**src/rtl/flash_gate_pkg.sv**
```systemverilog
// Shared opcodes, status fields and action types for the command gate.
// Assumes 8-bit opcodes arriving already decoded from the serial shifter.
package flash_gate_pkg;
    localparam logic [7:0] OP_WREN = 8'h06;
    localparam logic [7:0] OP_WRSR = 8'h01;
    localparam logic [7:0] OP_PP   = 8'h02;
    localparam logic [7:0] OP_SE   = 8'h20;
    localparam logic [7:0] OP_BE   = 8'hD8;
    localparam logic [7:0] OP_CE   = 8'hC7;
    localparam logic [7:0] OP_DP   = 8'hB9;
    localparam logic [7:0] OP_RES  = 8'hAB;

    typedef enum logic [2:0] {
        K_WREN, K_WRSR, K_PROG, K_CHIP, K_SLEEP, K_WAKE, K_OTHER
    } op_kind_t;

    typedef struct packed {
        logic       srwd;
        logic [3:0] bp;
        logic       wel;
    } stat_t;

    typedef struct packed {
        logic accept;
        logic set_wel;
        logic clr_wel;
        logic load_sr;
        logic enter_pd;
        logic leave_pd;
        logic give_sig;
    } act_t;
endpackage

```
**src/rtl/fg_op_class.sv**
```systemverilog
// Maps an opcode byte onto the instruction class used by the decision logic.
// Assumes opcode values from flash_gate_pkg; unknown bytes map to K_OTHER.
module fg_op_class
    import flash_gate_pkg::*;
(
    input  logic [7:0] op,
    output op_kind_t   kind
);
    // classify the opcode
    always_comb begin
        unique case (op)
            OP_WREN:             kind = K_WREN;
            OP_WRSR:             kind = K_WRSR;
            OP_PP, OP_SE, OP_BE: kind = K_PROG;
            OP_CE:               kind = K_CHIP;
            OP_DP:               kind = K_SLEEP;
            OP_RES:              kind = K_WAKE;
            default:             kind = K_OTHER;
        endcase
    end
endmodule

```
**src/rtl/fg_blk_prot.sv**
```systemverilog
// Decides whether a target address lies in the area locked by the
// block-protect field. Value n>0 locks the top 2^(n-1) blocks, capped at all.
// Assumes the block index is the top BLK_LOG address bits.
module fg_blk_prot #(
    parameter int ADDR_W  = 16,
    parameter int BLK_LOG = 4
) (
    input  logic [3:0]        bp,
    input  logic [ADDR_W-1:0] addr,
    output logic              hit
);
    localparam int unsigned NBLK = 1 << BLK_LOG;

    logic [BLK_LOG-1:0] blk;
    logic [31:0]        shift_amt;
    logic [31:0]        first_blk;

    assign blk = addr[ADDR_W-1 -: BLK_LOG];

    // compute lowest locked block and compare
    always_comb begin
        shift_amt = 32'(bp) - 32'd1;
        first_blk = 32'(NBLK) - (32'd1 << shift_amt[4:0]);
        if (bp == 4'd0)
            hit = 1'b0;
        else if (shift_amt >= 32'(BLK_LOG))
            hit = 1'b1;
        else
            hit = 32'(blk) >= first_blk;
    end


    always_comb begin
        blk_zero_open_chk: assert (!(bp == 4'd0 && hit));
    end
endmodule

```
**src/rtl/fg_decide.sv**
```systemverilog
// Combinational verdict for one instruction: applies power-down filtering,
// the hardware lock (SRWD with WP low), the write-enable latch and the
// block-protect check. Assumes prot_hit is valid for the current address.
module fg_decide
    import flash_gate_pkg::*;
(
    input  op_kind_t kind,
    input  stat_t    st,
    input  logic     wp_n,
    input  logic     pd,
    input  logic     prot_hit,
    output act_t     act
);
    logic hw_lock;

    assign hw_lock = st.srwd & ~wp_n;

    // select the action set for this instruction
    always_comb begin
        act = '0;
        if (pd) begin
            if (kind == K_WAKE) begin
                act.accept   = 1'b1;
                act.leave_pd = 1'b1;
                act.give_sig = 1'b1;
            end
        end else begin
            unique case (kind)
                K_WREN: begin
                    act.accept  = 1'b1;
                    act.set_wel = 1'b1;
                end
                K_WRSR: begin
                    act.clr_wel = 1'b1;
                    act.accept  = st.wel & ~hw_lock;
                    act.load_sr = st.wel & ~hw_lock;
                end
                K_PROG: begin
                    act.clr_wel = 1'b1;
                    act.accept  = st.wel & ~prot_hit;
                end
                K_CHIP: begin
                    act.clr_wel = 1'b1;
                    act.accept  = st.wel & (st.bp == 4'd0);
                end
                K_SLEEP: begin
                    act.accept   = 1'b1;
                    act.enter_pd = 1'b1;
                end
                K_WAKE: begin
                    act.accept   = 1'b1;
                    act.give_sig = 1'b1;
                end
                default: act = '0;
            endcase
        end
    end
endmodule

```
**src/rtl/flash_cmd_gate.sv**
```systemverilog
// Top of the command protection gate. Registers the verdict, the status
// bits and the power-down flag one cycle after each instruction strobe.
// Assumes at most one strobe per cycle; reset is synchronous, active low.
module flash_cmd_gate
    import flash_gate_pkg::*;
#(
    parameter int         ADDR_W   = 16,
    parameter int         BLK_LOG  = 4,
    parameter logic [7:0] SIG_BYTE = 8'h13
) (
    input  logic              clk,
    input  logic              rst_n,
    input  logic              cmd_valid,
    input  logic [7:0]        cmd_op,
    input  logic [ADDR_W-1:0] cmd_addr,
    input  logic [7:0]        cmd_wdata,
    input  logic              wp_n,
    output logic              rsp_valid,
    output logic              rsp_accept,
    output logic [7:0]        stat_q,
    output logic              deep_pd,
    output logic              sig_valid,
    output logic [7:0]        sig_data
);
    op_kind_t kind;
    stat_t    st;
    logic     prot_hit;
    act_t     act;

    fg_op_class u_class (
        .op   (cmd_op),
        .kind (kind)
    );

    fg_blk_prot #(.ADDR_W(ADDR_W), .BLK_LOG(BLK_LOG)) u_prot (
        .bp   (st.bp),
        .addr (cmd_addr),
        .hit  (prot_hit)
    );

    fg_decide u_decide (
        .kind     (kind),
        .st       (st),
        .wp_n     (wp_n),
        .pd       (deep_pd),
        .prot_hit (prot_hit),
        .act      (act)
    );

    // status bits and power-down state
    always_ff @(posedge clk) begin
        if (!rst_n) begin
            st      <= '0;
            deep_pd <= 1'b0;
        end else if (cmd_valid) begin
            if (act.load_sr) begin
                st.srwd <= cmd_wdata[7];
                st.bp   <= cmd_wdata[5:2];
            end
            if (act.set_wel)
                st.wel <= 1'b1;
            else if (act.clr_wel)
                st.wel <= 1'b0;
            if (act.enter_pd)
                deep_pd <= 1'b1;
            else if (act.leave_pd)
                deep_pd <= 1'b0;
        end
    end

    // verdict and signature response
    always_ff @(posedge clk) begin
        if (!rst_n) begin
            rsp_valid  <= 1'b0;
            rsp_accept <= 1'b0;
            sig_valid  <= 1'b0;
            sig_data   <= 8'h00;
        end else begin
            rsp_valid  <= cmd_valid;
            rsp_accept <= cmd_valid & act.accept;
            sig_valid  <= cmd_valid & act.give_sig;
            sig_data   <= (cmd_valid & act.give_sig) ? SIG_BYTE : 8'h00;
        end
    end

    assign stat_q = {st.srwd, 1'b0, st.bp, st.wel, 1'b0};


    resp_follows_cmd_chk: assert property (@(posedge clk) disable iff (!rst_n)
        cmd_valid |=> rsp_valid);


    hw_lock_holds_chk: assert property (@(posedge clk) disable iff (!rst_n)
        (cmd_valid && cmd_op == OP_WRSR && stat_q[7] && !wp_n)
        |=> (!rsp_accept && $stable(stat_q[7:2])));


    wel_cleared_chk: assert property (@(posedge clk) disable iff (!rst_n)
        (cmd_valid && !deep_pd && (cmd_op == OP_WRSR || cmd_op == OP_PP ||
         cmd_op == OP_SE || cmd_op == OP_BE || cmd_op == OP_CE))
        |=> !stat_q[1]);


    chip_erase_guard_chk: assert property (@(posedge clk) disable iff (!rst_n)
        (cmd_valid && cmd_op == OP_CE && stat_q[5:2] != 4'd0) |=> !rsp_accept);


    sleep_filter_chk: assert property (@(posedge clk) disable iff (!rst_n)
        (cmd_valid && deep_pd && cmd_op != OP_RES)
        |=> (!rsp_accept && deep_pd && $stable(stat_q)));


    sig_with_accept_chk: assert property (@(posedge clk) disable iff (!rst_n)
        sig_valid |-> (rsp_accept && !deep_pd && sig_data == SIG_BYTE));
endmodule

```
**config.mk**
```make
export PLATFORM = sky130hd
export DESIGN_NAME = flash_cmd_gate
export DESIGN_NICKNAME = d
export VERILOG_FILES = /design/src/rtl/flash_gate_pkg.sv /design/src/rtl/fg_op_class.sv /design/src/rtl/fg_blk_prot.sv /design/src/rtl/fg_decide.sv /design/src/rtl/flash_cmd_gate.sv
export SDC_FILE = /design/constraint.sdc
export NUM_CORES = 1
export LEC_CHECK = 0
export BUFFER_PORTS_ARGS = -buffer_cell sky130_fd_sc_hd__buf_2
export CORE_UTILIZATION = 35
export DETAILED_ROUTE_END_ITERATION = 16
export GPL_TIMING_DRIVEN = 0
export SLEW_MARGIN = 20
export SYNTH_ARGS = -nofsm -noshare
export SYNTH_HDL_FRONTEND = slang
export SYNTH_HIERARCHICAL = 1
export SYNTH_SLANG_ARGS = --single-unit
```
**constraint.sdc**
```tcl
create_clock -name clk -period 4.2 [get_ports clk]
set_input_delay 0.84 -clock clk [delete_from_list [all_inputs] [get_ports clk]]
set_output_delay 0.84 -clock clk [all_outputs]
set_load 0.05 [all_outputs]
```
==> results of run 1 <==
## layout by cell type (no fill, tap or decap), types with 2 or more instances in the layout
cell	count
conb_1	7
buf_6	3
nor2b_1	3
nor4bb_1	2
nand4b_1	2
buf_2	34
nand4_1	6
o21ai_0	4
ha_1	7
nand2b_1	4
inv_1	7
nor4_1	3
inv_2	2
o21ai_2	5
a211o_1	2
buf_4	12
nor2_1	13
nand3_1	4
a31o_1	2
o21ai_1	2
dfxtp_1	10
nor3_1	3
nand2_1	11
and3_1	6
a21oi_1	8
o22ai_1	2
clkbuf_4	3
a31oi_1	2
## metrics by stage
stage,cell area (sq um),utilization (%),worst slack (ns)
2_1_floorplan,1197,-,0.3966
3_3_place_gp,1418,45.32,0.4629
3_5_place_dp,1418,45.32,0.4398
4_1_cts,1454,46.48,0.4085
5_1_grt,1454,46.48,0.1460
6_report,1454,46.48,0.4365
## layout make-up
type,count,area share (%)
flip-flops and latches,10,13.77
well taps,44,3.787
inverters,9,2.324
plain buffers,16,8.864
repair buffers,33,11.36
multi-input cells,124,57.40
clock buffers,4,2.496
## kinds of logic after synthesis
logic type	Yosys count	synth area share, %
xor+xnor	2	1.491
other cells	1	0.3192
flops	10	17.04
fa+ha+maj	7	7.454
compound gates	37	23.32
mux	1	0.8520
buf+inv	25	13.84
simple gates	70	35.68
## sequential cells by signal, summed over array words and instances, names as in the netlist
| name | flops |
|---|---|
| stat_q | 6 |
| rsp_valid | 1 |
| rsp_accept | 1 |
| sig_data | 1 |
| deep_pd | 1 |
## path summary, 6_finish.rpt
| kind | start | to | slack, ns | cells after the start |
|---|---|---|---|---|
| hold / removal | stat_q[7] | stat_q[7] | 0.48 | 2 |
| setup / recovery | stat_q[2] | rsp_accept | 0.44 | 19 |
| hold reg to reg | stat_q[7] | stat_q[7] | 0.48 | 2 |
| setup reg to reg | stat_q[2] | rsp_accept | 0.44 | 19 |
## layer usage
metal / GRT usage (%) / share of wire [%]
met5: 0 / 0
met3: 4.545 / 4.6
met1: 20.13 / 47
met4: 3.654 / 0.84
met2: 29.05 / 48
## worst max-delay path, cell delays in order (launching register included)
cell	delay (ns)
dfxtp_1	0.46
buf_6	0.18
nor2_1	0.09
ha_1	0.31
buf_6	0.12
inv_1	0.09
or4_4	0.44
ha_1	0.22
xnor2_1	0.16
ha_1	0.26
a211o_1	0.30
a31oi_1	0.18
a211oi_2	0.05
nand4b_1	0.12
o31ai_2	0.07
nor2b_1	0.13
o21ai_1	0.12
nand2_1	0.06
a32oi_1	0.16
and3_1	0.17
## power breakdown
part	switching, W	internal [W]	leakage (nW)
logic	0.0000389	0.0000223	0.575
clock network	0.0000371	0.0000528	0.0210
registers	0.000000998	0.0000962	0.0810
==> summary.md, run 1 <==
| Metric | Value |
|---|---|
| TritonCTS buffer count | 3 |
| Port bufs | 33 |
| Core ar. | 3128 sq um |
| Share of post-route cells with drive strength above 1 | 35.20% |
| Hold Fails Final Rpt | 0 |
| Global-route wire length before repair | 4.636 mm |
| Setup crit start kind | flip-flop |
| Final Cycle Share | 89.61% |
| Die X | 59.94 microns |
| Vias in the first global route | 1126 |
| Worst EP arrival | 3.99 ns |
| EDFF count, synth | 0 |
| Cell count after synthesis | 153 |
| HP Class | flip-flop to flip-flop |
| Multi-input logic area | 834.6 sq um |
| # IOs | 56 |
| Post-Syn Area per Cell | 7.679 sq um |
| Fin cells | 240 |
| Setup bufs post-CTS | 0 |
| Drt drc | 0 |
| Primary FF master, synth | dfxtp_1 |
| Synth area leader | dfxtp_1 |
| Slew headroom | 65.89% |
| Synth top area cells | dfxtp_1, buf_4, ha_1, nor2_1, o21ai_2 |
| Initial Util | 37.56% |
| Total die area | 3592 sq um |
| MaxCap Viol Count | 0 |
| Overall Power | 0.0002483 W |
| DRT antenna net count | 0 |
| CTS max path bufs | 2 |
| Fmax | 0.2657 GHz |
| Ant. Diodes | 0 |
| CTS sink count | 10 |
| Kind of critical path | flip-flop to flip-flop |
| Synth Warn # | 6 |
| Total grt overflow | 0 |
| Storage element area | 200.2 sq um |
| Synth Register Bits | 10 |
| Mapped cell area | 1175 sq um |
| Asr flop ratio synth | 0% |
| Vias | 1265 |
| Die Height | 59.94 microns |
| Fillers | 326 |
| Sequential area share after synthesis | 17.04% |
| Average wire per standard cell | 11.39 microns |
| Placed insts | 236 |
| Area grow syn2layout | 23.75% |
| Overall global routing resource usage | 16.62% |
| Detail Placement HPWL | 2.101 mm |
| Pleak | 0.6768 nW |
| Yosys cell types | 53 |
| DRT Pass-1 Iters | 4 |
| Crit path max fanout | 10 |
| Clk root buf | clkbuf_4 |
| Max Transition Viols Final | 0 |
| Post-CTS Hold Fix Bufs | 0 |
| Nets | 240 |
| DRT iter0 DRCs | 40 |
| Post-cts sizing count | 0 |
| Outcome | completed |
| Clock-pin slew on the worst setup and hold paths | 0.07 ns |
| RSZ-0062 raised after global routing | false |
| Post-Route Setup TNS | 0 ns |
| Worst path required time | 4.42 ns |
| H-tree Lvls | 1 |
| Vias per inst | 5.271 |
| CTS tree | done |
| Top cell type's share of synthesized area | 17.04% |
| Count leader, synth | nor2_1 |
| Worst vdd ir | 166.1 uV |
| Min Clock Period, post-route | 3.764 ns |
| Routability congestion estimate | 0.8110 |
| Clock skew | 0.0006253 ns |
| Num rows | 20 |
| Hold WS | 0.4825 ns |
| CP Capture Type | flip-flop |
| Clock Latency Late Sink | 0.27 ns |
| Maximum number of pins on one net before global-route repair | 11 |
| P per Cell Area | 170.8 nW/um^2 |
| Worst-margin pin slew | 0.5070 ns |
| Final wirelength | 2.734 mm |
| Initial antenna violation count | 0 |
| Synth cell count leaders | nor2_1, buf_4, nand2_1 |
| # setup viols final | 0 |
Note: power is estimated with default switching activity, not from simulation.
==> run 2: changes to the inputs <==
Settings changed: CORE_UTILIZATION 35 to 30, SLEW_MARGIN 20 to 30.
==> run 2 against run 1 <==
Compared with the run above:
- cell count increased by 1.7%
- largest power group is now clock
- core utilization decreased by 6.7 points
- sequential cell count unchanged
- clock-buffer cell count unchanged
- critical path type unchanged
- power increased by 12%
- critical endpoint unchanged
- combinational power decreased by 1%
- sequential share of layout area decreased by 0.22 points
==> summary.md, run 2 (same netlist as run 1, synthesis figures left out) <==
| Metric | Value |
|---|---|
| Outcome | completed |
| Vias | 1215 |
| Most frequent cells in the layout | buf_2, nor2_1, buf_4 |
| Ant. Diodes | 0 |
| Initial antenna violation count | 0 |
| Post-Route Setup TNS | 0 ns |
| Detail Placement HPWL | 2.044 mm |
| Final wirelength | 2.655 mm |
| Drt drc | 0 |
| Setup bufs post-CTS | 0 |
| CTS tree | done |
| Clock Latency Late Sink | 0.24 ns |
| Pleak | 0.6845 nW |
| Area grow syn2layout | 25.77% |
| Post-cts sizing count | 0 |
| Slew headroom | 66.10% |
| P per Cell Area | 188.6 nW/um^2 |
| Setup crit start kind | flip-flop |
| Slowest Stage Delay on Critical Path | 0.47 ns |
| Total grt overflow | 0 |
| Fillers | 406 |
| Utilization after layout | 39.76% |
| CP most frequent cell | ha_1 |
| CP Capture Type | flip-flop |
| # IOs | 56 |
| Port bufs | 33 |
| Core ar. | 3716 sq um |
| Kind of critical path | flip-flop to flip-flop |
| DRT Pass-1 Iters | 6 |
| Worst vdd ir | 173.3 uV |
| Clock-pin slew on the worst setup and hold paths | 0.05 ns |
| Max Transition Viols Final | 0 |
| Vias in the first global route | 1015 |
| Vias per inst | 4.980 |
| Fmax | 0.2685 GHz |
| Worst-margin pin slew | 0.5085 ns |
| Overall global routing resource usage | 12.93% |
| RSZ-0062 raised after global routing | false |
| Die X | 64.58 microns |
| Final Cycle Share | 88.66% |
| Worst path required time | 4.38 ns |
| Nets | 240 |
| Min Clock Period, post-route | 3.724 ns |
| Crit path max fanout | 10 |
| Clk root buf | clkbuf_8 |
| Commonest non-fill, non-tap cell in the layout | buf_2 |
| Crit path max-delay cell type | dfxtp_1 |
| Worst EP arrival | 3.90 ns |
| Total die area | 4171 sq um |
| CTS sink count | 10 |
| CTS max path bufs | 2 |
| Post-CTS Hold Fix Bufs | 0 |
| Num rows | 22 |
| DRT iter0 DRCs | 69 |
| MaxCap Viol Count | 0 |
| Die Height | 64.58 microns |
| Max reg flops | 6 |
| Routability congestion estimate | 0.7951 |
| Initial Util | 31.62% |
| Hold Fails Final Rpt | 0 |
| Global-route wire length before repair | 4.395 mm |
| Average wire per standard cell | 10.88 microns |
| TritonCTS buffer count | 3 |
| Overall Power | 0.0002787 W |
| # setup viols final | 0 |
| Cell-by-cell trace of the critical path | buf_6 > nor2_1 > ha_1 > buf_6 > inv_1 > or4_4 > ha_1 > xnor2_1 > ha_1 > a211o_1 > a31oi_1 > a211oi_2 > nand4b_1 > o31ai_2 > nor2b_1 > o21ai_1 > nand2_1 > a32oi_1 > and3_1 |
| Storage element area | 200.2 sq um |
| Share of post-route cells with drive strength above 1 | 35.20% |
| Multi-input logic area | 834.6 sq um |
| Clock skew | 0.004132 ns |
| Maximum number of pins on one net before global-route repair | 11 |
| H-tree Lvls | 1 |
| HP Class | flip-flop to flip-flop |
| DRT antenna net count | 0 |
[run 2: cell types whose count changed in the layout (fill, tap and decap cells not counted)]
cell | before | now
clkbuf_8 | 1 | 4
clkbuf_4 | 3 | 0
[run 2: worst paths after layout]
check | end | slack, ns | start | cells past startpoint
setup / recovery | rsp_accept | 0.48 | stat_q[2] | 19
hold / removal | stat_q[7] | 0.48 | stat_q[7] | 2
setup reg to reg | rsp_accept | 0.48 | stat_q[2] | 19
hold reg to reg | stat_q[7] | 0.48 | stat_q[7] | 2
[run 2: metal layers]
layer	vias up	track usage (%)	share of wire, %
li1	631	-	-
met1	551	17.53	48
met2	31	20.53	47
met4	0	5.000	0.64
met5	-	0	0
met3	2	1.761	4.3
[run 2: report_power, final]
part	internal [W]	switching (W)	leakage, nW
sequential	0.0000965	0.00000109	0.0810
combinational	0.0000223	0.0000383	0.575
clock	0.0000824	0.0000381	0.0288
total	0.000201	0.0000775	0.685
[run 2: final cells by class]
cell class | instances | area share (%)
buffer | 16 | 8.721
clock buffer | 4 | 3.726
inverter | 9 | 2.286
multi-input combinational | 124 | 56.48
sequential | 10 | 13.55
tap | 48 | 4.064
timing repair buffer | 33 | 11.18
[run 2: worst max-delay path, delay by kind of cell, from the launching register on]
| family | cells | cell delay (ns) |
|---|---|---|
| XOR/XNOR | 1 | 0.17 |
| flip-flops | 1 | 0.47 |
| AND/OR/NAND/NOR | 6 | 1.01 |
| buffers and inverters | 3 | 0.41 |
| adder cells (fa/ha/maj) | 3 | 0.79 |
| AO/OA/AOI/OAI | 6 | 0.84 |
[run 2: stage by stage]
stage	hold WS, ns	setup slack [ns]	instance area, sq um	std cells
floorplan	0.6948	0.3966	1197	159
global placement	0.4717	0.4780	1423	240
detailed placement	0.4742	0.4673	1423	240
CTS	0.4827	0.4360	1478	244
global route	0.4938	0.2183	1478	244
finish	0.4837	0.4762	1478	244
